File: src/rtl/dpa_pkg.sv
package dpa_pkg;

   // flags carried beside each vector down the pipeline
   typedef struct packed {
      logic start;
      logic last;
   } dpa_tag_t;

   // stages used by the multiply stage plus one register per tree level
   function automatic int tree_stages(input int vec);
      return 1 + $clog2(vec);
   endfunction

endpackage

File: src/rtl/dpa_dot.sv
module dpa_dot
   import dpa_pkg::*;
#(
   parameter int VEC = 8,
   parameter int DW  = 8,
   parameter int LAT = 4,
   localparam int LV = $clog2(VEC),
   localparam int SW = 2 * DW + LV
) (
   input  logic                  clk,
   input  logic                  rst_n,
   input  logic [VEC*DW-1:0]     feat_i,
   input  logic [VEC*DW-1:0]     wgt_i,
   input  dpa_tag_t              tag_i,
   output logic signed [SW-1:0]  dp_o,
   output dpa_tag_t              tag_o
);
   localparam int PAD  = LAT - tree_stages(VEC);
   localparam int HALF = VEC / 2;

   function automatic logic signed [SW-1:0] sx(input logic [DW-1:0] v);
      return SW'($signed(v));
   endfunction

   // node[0] holds products, node[l] holds level-l partial sums
   logic signed [SW-1:0] node [0:LV][0:VEC-1];
   dpa_tag_t             tagp [0:LAT-1];

   always_ff @(posedge clk or negedge rst_n) begin
      if (!rst_n) begin
         for (int l = 0; l <= LV; l++)
            for (int i = 0; i < VEC; i++)
               node[l][i] <= '0;
      end else begin
         for (int i = 0; i < VEC; i++)
            node[0][i] <= sx(feat_i[i*DW +: DW]) * sx(wgt_i[i*DW +: DW]);
         for (int l = 0; l < LV; l++) begin
            for (int i = 0; i < HALF; i++) begin
               if (i < (VEC >> (l + 1)))
                  node[l+1][i] <= node[l][2*i] + node[l][2*i+1];
               else
                  node[l+1][i] <= '0;
            end
            for (int i = HALF; i < VEC; i++)
               node[l+1][i] <= '0;
         end
      end
   end

   always_ff @(posedge clk or negedge rst_n) begin
      if (!rst_n) begin
         for (int k = 0; k < LAT; k++)
            tagp[k] <= '0;
      end else begin
         tagp[0] <= tag_i;
         for (int k = 1; k < LAT; k++)
            tagp[k] <= tagp[k-1];
      end
   end

   assign tag_o = tagp[LAT-1];

   generate
      if (PAD > 0) begin : g_pad
         logic signed [SW-1:0] padr [0:PAD-1];
         always_ff @(posedge clk or negedge rst_n) begin
            if (!rst_n) begin
               for (int k = 0; k < PAD; k++)
                  padr[k] <= '0;
            end else begin
               padr[0] <= node[LV][0];
               for (int k = 1; k < PAD; k++)
                  padr[k] <= padr[k-1];
            end
         end
         assign dp_o = padr[PAD-1];
      end else begin : g_nopad
         assign dp_o = node[LV][0];
      end
   endgenerate

endmodule

File: src/rtl/dpa_ring.sv
module dpa_ring
   import dpa_pkg::*;
#(
   parameter int LAT = 4,
   parameter int SW  = 19,
   parameter int AW  = 32
) (
   input  logic                  clk,
   input  logic                  rst_n,
   input  logic signed [SW-1:0]  dp_i,
   input  dpa_tag_t              tag_i,
   output logic [AW-1:0]         sum_o,
   output logic                  sum_vld_o
);
   // one partial sum per rotation slot; the tail is the slot now arriving
   logic signed [AW-1:0] sr [0:LAT-1];
   logic signed [AW-1:0] init_v;
   logic signed [AW-1:0] total;

   always_comb begin
      init_v = tag_i.start ? '0 : sr[LAT-1];
      total  = init_v + AW'(dp_i);
   end

   always_ff @(posedge clk or negedge rst_n) begin
      if (!rst_n) begin
         for (int k = 0; k < LAT; k++)
            sr[k] <= '0;
         sum_o     <= '0;
         sum_vld_o <= 1'b0;
      end else begin
         sr[0] <= tag_i.last ? '0 : total;
         for (int k = 1; k < LAT; k++)
            sr[k] <= sr[k-1];
         if (tag_i.last)
            sum_o <= total;
         sum_vld_o <= tag_i.last;
      end
   end

endmodule

File: src/rtl/dpa_unit.sv
module dpa_unit
   import dpa_pkg::*;
#(
   parameter int VEC = 8,
   parameter int DW  = 8,
   parameter int LAT = 4,
   parameter int AW  = 32
) (
   input  logic              clk,
   input  logic              rst_n,
   input  logic [VEC*DW-1:0] feat_i,
   input  logic [VEC*DW-1:0] wgt_i,
   input  logic              start_i,
   input  logic              last_i,
   output logic [VEC*DW-1:0] feat_fwd_o,
   output logic [AW-1:0]     sum_o,
   output logic              sum_vld_o
);
   localparam int LV = $clog2(VEC);
   localparam int SW = 2 * DW + LV;

   if (VEC < 2 || (1 << LV) != VEC) begin : g_bad_vec
      $error("dpa_unit: VEC must be a power of two, at least 2");
   end
   if (LAT < tree_stages(VEC)) begin : g_bad_lat
      $error("dpa_unit: LAT shorter than the product tree");
   end
   if (AW < SW) begin : g_bad_aw
      $error("dpa_unit: AW narrower than one dot product");
   end

   dpa_tag_t             tag_in;
   dpa_tag_t             tag_dp;
   logic signed [SW-1:0] dp;

   assign tag_in.start = start_i;
   assign tag_in.last  = last_i;

   dpa_dot #(.VEC(VEC), .DW(DW), .LAT(LAT)) u_dot (
      .clk    (clk),
      .rst_n  (rst_n),
      .feat_i (feat_i),
      .wgt_i  (wgt_i),
      .tag_i  (tag_in),
      .dp_o   (dp),
      .tag_o  (tag_dp)
   );

   dpa_ring #(.LAT(LAT), .SW(SW), .AW(AW)) u_ring (
      .clk       (clk),
      .rst_n     (rst_n),
      .dp_i      (dp),
      .tag_i     (tag_dp),
      .sum_o     (sum_o),
      .sum_vld_o (sum_vld_o)
   );

   always_ff @(posedge clk or negedge rst_n) begin
      if (!rst_n) feat_fwd_o <= '0;
      else        feat_fwd_o <= feat_i;
   end

endmodule

File: config.mk
export PLATFORM = sky130hd
export DESIGN_NAME = dpa_unit
export DESIGN_NICKNAME = d
export VERILOG_FILES = /design/src/rtl/dpa_pkg.sv /design/src/rtl/dpa_dot.sv /design/src/rtl/dpa_ring.sv /design/src/rtl/dpa_unit.sv
export SDC_FILE = /design/constraint.sdc
export NUM_CORES = 2
export LEC_CHECK = 0
export ABC_CLOCK_PERIOD_IN_PS = 4000
export CAP_MARGIN = 20
export CELL_PAD_IN_SITES_DETAIL_PLACEMENT = 0
export CELL_PAD_IN_SITES_GLOBAL_PLACEMENT = 2
export CORE_MARGIN = 3
export CORE_UTILIZATION = 30
export CTS_BUF_LIST = sky130_fd_sc_hd__clkbuf_16
export CTS_CLUSTER_DIAMETER = 120
export DETAILED_ROUTE_END_ITERATION = 12
export DONT_BUFFER_PORTS = 1
export GPL_ROUTABILITY_DRIVEN = 0
export PLACE_DENSITY = 0.59
export SLEW_MARGIN = 20
export SYNTH_ARGS = -nofsm -noshare
export SYNTH_HDL_FRONTEND = slang
export SYNTH_SLANG_ARGS = --single-unit
File: constraint.sdc
create_clock -name clk -period 4 [get_ports clk]
set_clock_uncertainty 0.05 [all_clocks]
set_input_delay 0.2 -clock clk [delete_from_list [all_inputs] [get_ports clk]]
set_output_delay 0.2 -clock clk [all_outputs]
set_load 0.02 [all_outputs]
After elaboration in Yosys (flattened, before gate mapping):

Cells that the tools add are included.
W data, S select, Z words.

* output and inout bits: 97
* input bits: 132
* flip-flop bits (word level): 518

* add/sub/neg operators: 8
* mux-type cells: 2
* $mul: 8

Operators by type and width (count)
* $add A19 B19 Y19: 7
* $mul A8 B8 Y16: 8
* $mux W32: 2
* $add A32 B19 Y32: 1

Longest topological paths before layout:

* word-level depth: 3
* gate-level depth with buffers: 19

By module:

A second synthesis with hierarchy kept.

* cell total of the unflattened synthesis: 3826
* area, all modules: 39654.3 um^2

By module, submodules not included
* dpa_dot: area an instance 31437.7 um^2, seq. area each 6531.3 um^2, times used 1, cells an instance 3192
* dpa_ring: area an instance 6615.1 um^2, seq. area each 4028.9 um^2, times used 1, cells an instance 570
* dpa_unit: area an instance 1601.5 um^2, seq. area each 1601.5 um^2, times used 1, cells an instance 64

Worst setup path before layout:

No wires, ideal clock.

* kind: in2reg
* from: input port feat_i[29]
* to: register u_dot.node[546] in the netlist's numbering
* path slack: -29 ps
* arrival time: 3892 ps
* stages on the path: 16
* data required time: 3863 ps
* cells stage by stage: and2_1 > fa_1 > inv_1 > fa_1 > inv_1 > fa_1 > inv_1 > fa_1 > inv_1 > ha_1 > o21ai_0 > a21boi_0 > o21ai_0 > a21oi_1 > or4_1 > o211ai_1

* cells in the longest elaborated chain, start to end: 1

RTL lines
* start, declared: RTL line dpa_unit.sv:11 `input logic [VEC*DW-1:0] feat_i,`
* $mul A8 B8 Y16: RTL line dpa_dot.sv:36 `node[0][i] <= sx(feat_i[i*DW +: DW]) * sx(wgt_i[i*DW +: DW]);`
* end signal, assigned by index: RTL line dpa_dot.sv:36
* end signal, assigned by index: RTL line dpa_dot.sv:40 `node[l+1][i] <= node[l][2*i] + node[l][2*i+1];`
* end, declared: RTL line dpa_dot.sv:26 `logic signed [SW-1:0] node [0:LV][0:VEC-1];`

No other way between the ends.
A chain may end at the register's enable or synchronous reset.

Final worst setup path:

* from: input port wgt_i[58]
* to: register u_dot.node[473] in the netlist's numbering

* cells in the longest elaborated chain, start to end: 1

RTL lines
* start, declared: RTL line dpa_unit.sv:12 `input logic [VEC*DW-1:0] wgt_i,`
* $mul A8 B8 Y16: RTL line dpa_dot.sv:36

No other way between the ends.

==> metrics.txt <==
# TYPE chip_impl_metric gauge
chip_impl_info{name="outcome",value="finished with violations"} 1
chip_impl_info{name="violations_in_the_final_reports",value="negative hold slack, max-slew violations"} 1
chip_impl_metric{name="nNetsFinal",unit=""} 5194
chip_impl_metric{name="final_max_slew_viol_count",unit=""} 413
chip_impl_metric{name="post_cts_resize_count",unit=""} 0
chip_impl_metric{name="fmax",unit="GHz"} 0.274
chip_impl_metric{name="synth-seq-area-share",unit="%"} 30.6
chip_impl_info{name="reg2reg_from",value="u_ring.sr[0]$_DFF_PN0_"} 1
chip_impl_metric{name="critical_path_buffers_and_inverters",unit=""} 5
chip_impl_metric{name="utilization",unit="%"} 35.6
chip_impl_metric{name="synth_enable_flop_cells",unit=""} 0
chip_impl_metric{name="cts.clk_slew.worst_paths",unit="ns"} 0.05
chip_impl_metric{name="vias_in_the_first_global_route",unit=""} 29300
chip_impl_metric{name="floorplan.die_area",unit="mm2"} 0.139
chip_impl_metric{name="wl_per_cell",unit="um"} 15.9
chip_impl_metric{name="pre_cts_slack",unit="ns"} -0.316
chip_impl_metric{name="detailed_place_hpwl",unit="um"} 73600
chip_impl_metric{name="post_drt_via_cell_ratio",unit=""} 4.39
chip_impl_metric{name="setup_total_negative_slack",unit="ns"} 0
chip_impl_metric{name="dpl_cell_area",unit="mm2"} 0.0437
chip_impl_info{name="worst_setup_path_startpoint",value="wgt_i[58]"} 1
chip_impl_info{name="synth_top_flop_cell",value="sky130_fd_sc_hd__dfrtp_1"} 1
chip_impl_metric{name="final_min_period_over_clock_period",unit="%"} 91.3
chip_impl_info{name="critPathSlowestCell",value="sky130_fd_sc_hd__fa_1"} 1
chip_impl_metric{name="timing.critical_path.arrival",unit="ns"} 4.18
chip_impl_metric{name="comb_power_share",unit="%"} 60.4
chip_impl_metric{name="cts_made_buffers",unit=""} 71
chip_impl_metric{name="ys_seq_elements",unit=""} 494
chip_impl_metric{name="finalHoldViolCount",unit=""} 494
chip_impl_info{name="critPathCaptureType",value="register"} 1
chip_impl_metric{name="area_growth_syn_to_layout",unit="%"} 17.0
chip_impl_metric{name="power_switching",unit="mW"} 16.1
chip_impl_metric{name="dp_cells",unit=""} 5801
chip_impl_metric{name="intPower",unit="mW"} 22.0
chip_impl_metric{name="maximum_number_of_pins_on_one_net_before_global_route_repair",unit=""} 495
chip_impl_info{name="worst_path_dominant_cell_family",value="adder cells"} 1
chip_impl_metric{name="seqPwrFrac",unit="%"} 22.3
chip_impl_metric{name="layout_setup_ws",unit="ns"} 0.349
chip_impl_metric{name="p_leak",unit="nW"} 22.8
chip_impl_info{name="path_class",value="in2reg"} 1
chip_impl_metric{name="drt_pre_antenna_iters",unit=""} 5
chip_impl_metric{name="yosys_warnings",unit=""} 0
chip_impl_metric{name="drc",unit=""} 0
chip_impl_metric{name="critical_path_required",unit="ns"} 4.53
chip_impl_metric{name="syn-num-nets",unit=""} 4874
chip_impl_metric{name="grt_pass1_wl",unit="um"} 162000
chip_impl_metric{name="io_buffers",unit=""} 0
chip_impl_metric{name="cts_max_path_buffers",unit=""} 3
chip_impl_metric{name="asyncSetResetFlopFracSynth",unit="%"} 100
chip_impl_info{name="clk_root_buf",value="sky130_fd_sc_hd__clkbuf_16"} 1
chip_impl_metric{name="worst-slew-pin-transition",unit="ns"} 2.58
chip_impl_metric{name="setup_viol",unit=""} 0
chip_impl_metric{name="finalCriticalPeriod",unit="ns"} 3.65
chip_impl_metric{name="power_density",unit="mW/mm2"} 805
chip_impl_metric{name="worstSkewPairLatency",unit="ns"} 0.66
chip_impl_metric{name="power.ir.vdd_worst",unit="mV"} 0.310
chip_impl_metric{name="grt_use_total",unit="%"} 14.4
chip_impl_info{name="crit_path_cell_trace",value="and2_1 -> fa_1 -> inv_1 -> fa_1 -> inv_1 -> fa_1 -> inv_1 -> fa_1 -> inv_1 -> ha_1 -> nor2b_1 -> o41ai_1 -> buf_4 -> o21ai_0 -> o41ai_1 -> xnor2_1"} 1
chip_impl_info{name="rsz0062_at_grt",value="no"} 1
chip_impl_metric{name="initial_core_util",unit="%"} 30.4
chip_impl_info{name="type_of_element_launching_the_critical_path",value="input pin"} 1
chip_impl_metric{name="holdBufCountCts",unit=""} 114
chip_impl_metric{name="fin_area",unit="mm2"} 0.0473
chip_impl_metric{name="worst_slew_margin_rel",unit="%"} -72.0
chip_impl_metric{name="num_vias",unit=""} 26500
chip_impl_metric{name="drt_first_iter_violations",unit=""} 906
chip_impl_metric{name="hold_slack",unit="ns"} -0.747
chip_impl_metric{name="synthesis.area_per_instance",unit="um2"} 10.3
chip_impl_metric{name="top_level_ports",unit=""} 229
chip_impl_metric{name="final_cell_count_no_fill",unit=""} 6043
chip_impl_metric{name="num_rows",unit=""} 133
chip_impl_metric{name="htree_num_levels",unit=""} 3
chip_impl_metric{name="antenna_found_initial",unit=""} 0
chip_impl_info{name="holdCritPathClass",value="in2async"} 1
chip_impl_metric{name="drt.antenna.violating_nets",unit=""} 0
chip_impl_metric{name="grt-ovfl-total",unit=""} 0
chip_impl_metric{name="route.final.wire_length",unit="um"} 96100
chip_impl_metric{name="die_height",unit="um"} 373
chip_impl_metric{name="clkPwrFrac",unit="%"} 17.3
chip_impl_metric{name="share_of_total_power_consumed_by_net_switching",unit="%"} 42.3
chip_impl_metric{name="post_cts_buffers",unit=""} 0
chip_impl_metric{name="critical_path.max_fanout",unit=""} 8
chip_impl_metric{name="drive_above_1_share",unit="%"} 7.51
chip_impl_metric{name="die_w",unit="um"} 373
chip_impl_metric{name="ys_types",unit=""} 84
chip_impl_metric{name="cpPeakStageDelay",unit="ns"} 0.55
chip_impl_metric{name="post-layout-total-power",unit="mW"} 38.1
chip_impl_metric{name="n_antenna_cell",unit=""} 0
chip_impl_metric{name="max_cap_viol_count",unit=""} 0
chip_impl_metric{name="mappedNetlistArea",unit="mm2"} 0.0404
chip_impl_metric{name="tritoncts_num_sinks",unit=""} 494
chip_impl_metric{name="total_core_area",unit="mm2"} 0.133
chip_impl_info{name="cts_tree",value="built"} 1
chip_impl_metric{name="syn-instance-count",unit=""} 3913
## power by group through the flow
| stage | clock network (mW) | logic (mW) | registers, mW |
|---|---|---|---|
| after floorplan | 0 | 16.9 | 8.05 |
| after global placement | 0 | 23.4 | 8.61 |
| after detailed placement | 0 | 23.2 | 8.61 |
| after CTS | 6.88 | 23.5 | 8.56 |
| after global routing | 7.06 | 26.6 | 8.70 |
| final | 6.58 | 23.0 | 8.49 |
## synthesized netlist by cell type (all sizes together), types with 38 or more instances
library cell / count / area share [%]
nand2: 213 / 2.0
inv: 715 / 6.6
nand3: 38 / 0.48
and2: 352 / 5.5
xnor2: 190 / 4.1
ha: 381 / 12
o21ai: 113 / 1.4
xor2: 45 / 0.98
a21oi: 122 / 1.5
a21o: 71 / 1.3
nand2b: 41 / 0.64
dfrtp: 494 / 31
nor2b: 119 / 1.8
nor3: 48 / 0.59
fa: 448 / 22
nor2: 179 / 1.7
## final timing paths
check                                                to  slack, ns  depth (start not counted)
max                           u_dot.node[473]$_DFF_PN0_       0.35                         16
max in group asynchronous      feat_fwd_o[43]$_DFF_PN0_       2.66                          0
min                             u_ring.sr[60]$_DFF_PN0_      -0.75                          0
min in group clk              u_dot.node[553]$_DFF_PN0_       0.06                          4
max reg2reg                u_ring.sum_o[14]$_DFFE_PN0P_       0.45                         10
min reg2reg                     u_ring.sr[48]$_DFF_PN0_       0.28                          0
## flip-flops by register name, indices dropped and copies added (netlist names)
name              count
u_dot.node          242
u_ring.sr           128
feat_fwd_o           64
u_ring.sum_o         32
u_dot.dp_o           19
u_dot.tagp            6
u_dot.tag_o           2
u_ring.sum_vld_o      1
## layer usage
layer,share of wire [%],vias to the layer above,track usage (%)
li1,-,13100,-
met1,50,13000,20.5
met2,45,298,22.6
met3,3.0,124,2.49
met4,2.5,0,3.82
met5,0,-,0
## cell usage in the layout, fill, tap and decap left out, types with 72 or more instances in the layout
cell type                       count
sky130_fd_sc_hd__nor2_1           179
sky130_fd_sc_hd__ha_1             381
sky130_fd_sc_hd__clkbuf_16         72
sky130_fd_sc_hd__xnor2_1          190
sky130_fd_sc_hd__nand2_1          212
sky130_fd_sc_hd__dfrtp_1          493
sky130_fd_sc_hd__fa_1             448
sky130_fd_sc_hd__a21oi_1          121
sky130_fd_sc_hd__inv_1            723
sky130_fd_sc_hd__dlygate4sd3_1    114
sky130_fd_sc_hd__nor2b_1          119
sky130_fd_sc_hd__buf_4            156
sky130_fd_sc_hd__and2_1           350
sky130_fd_sc_hd__o21ai_0          105
## area by class of cell
type	count	area [um2]
multi-input cells	2679	25200
well taps	1755	2200
clock inverters	56	644
repair buffers	270	2310
fillers	13500	85400
inverters	717	2690
clock buffers	72	1800
flip-flops and latches	494	12400
## kinds of logic after synthesis
logic type	after synthesis	share of synthesized area (%)
buffers and inverters	740	6.92
flip-flops	494	30.6
AO/OA/AOI/OAI	519	8.69
AND/OR/NAND/NOR	1081	14.3
XOR/XNOR	235	5.10
multiplexers	15	0.412
adder cells (fa/ha/maj)	829	34.0
Power figures use the tool's default switching activity.
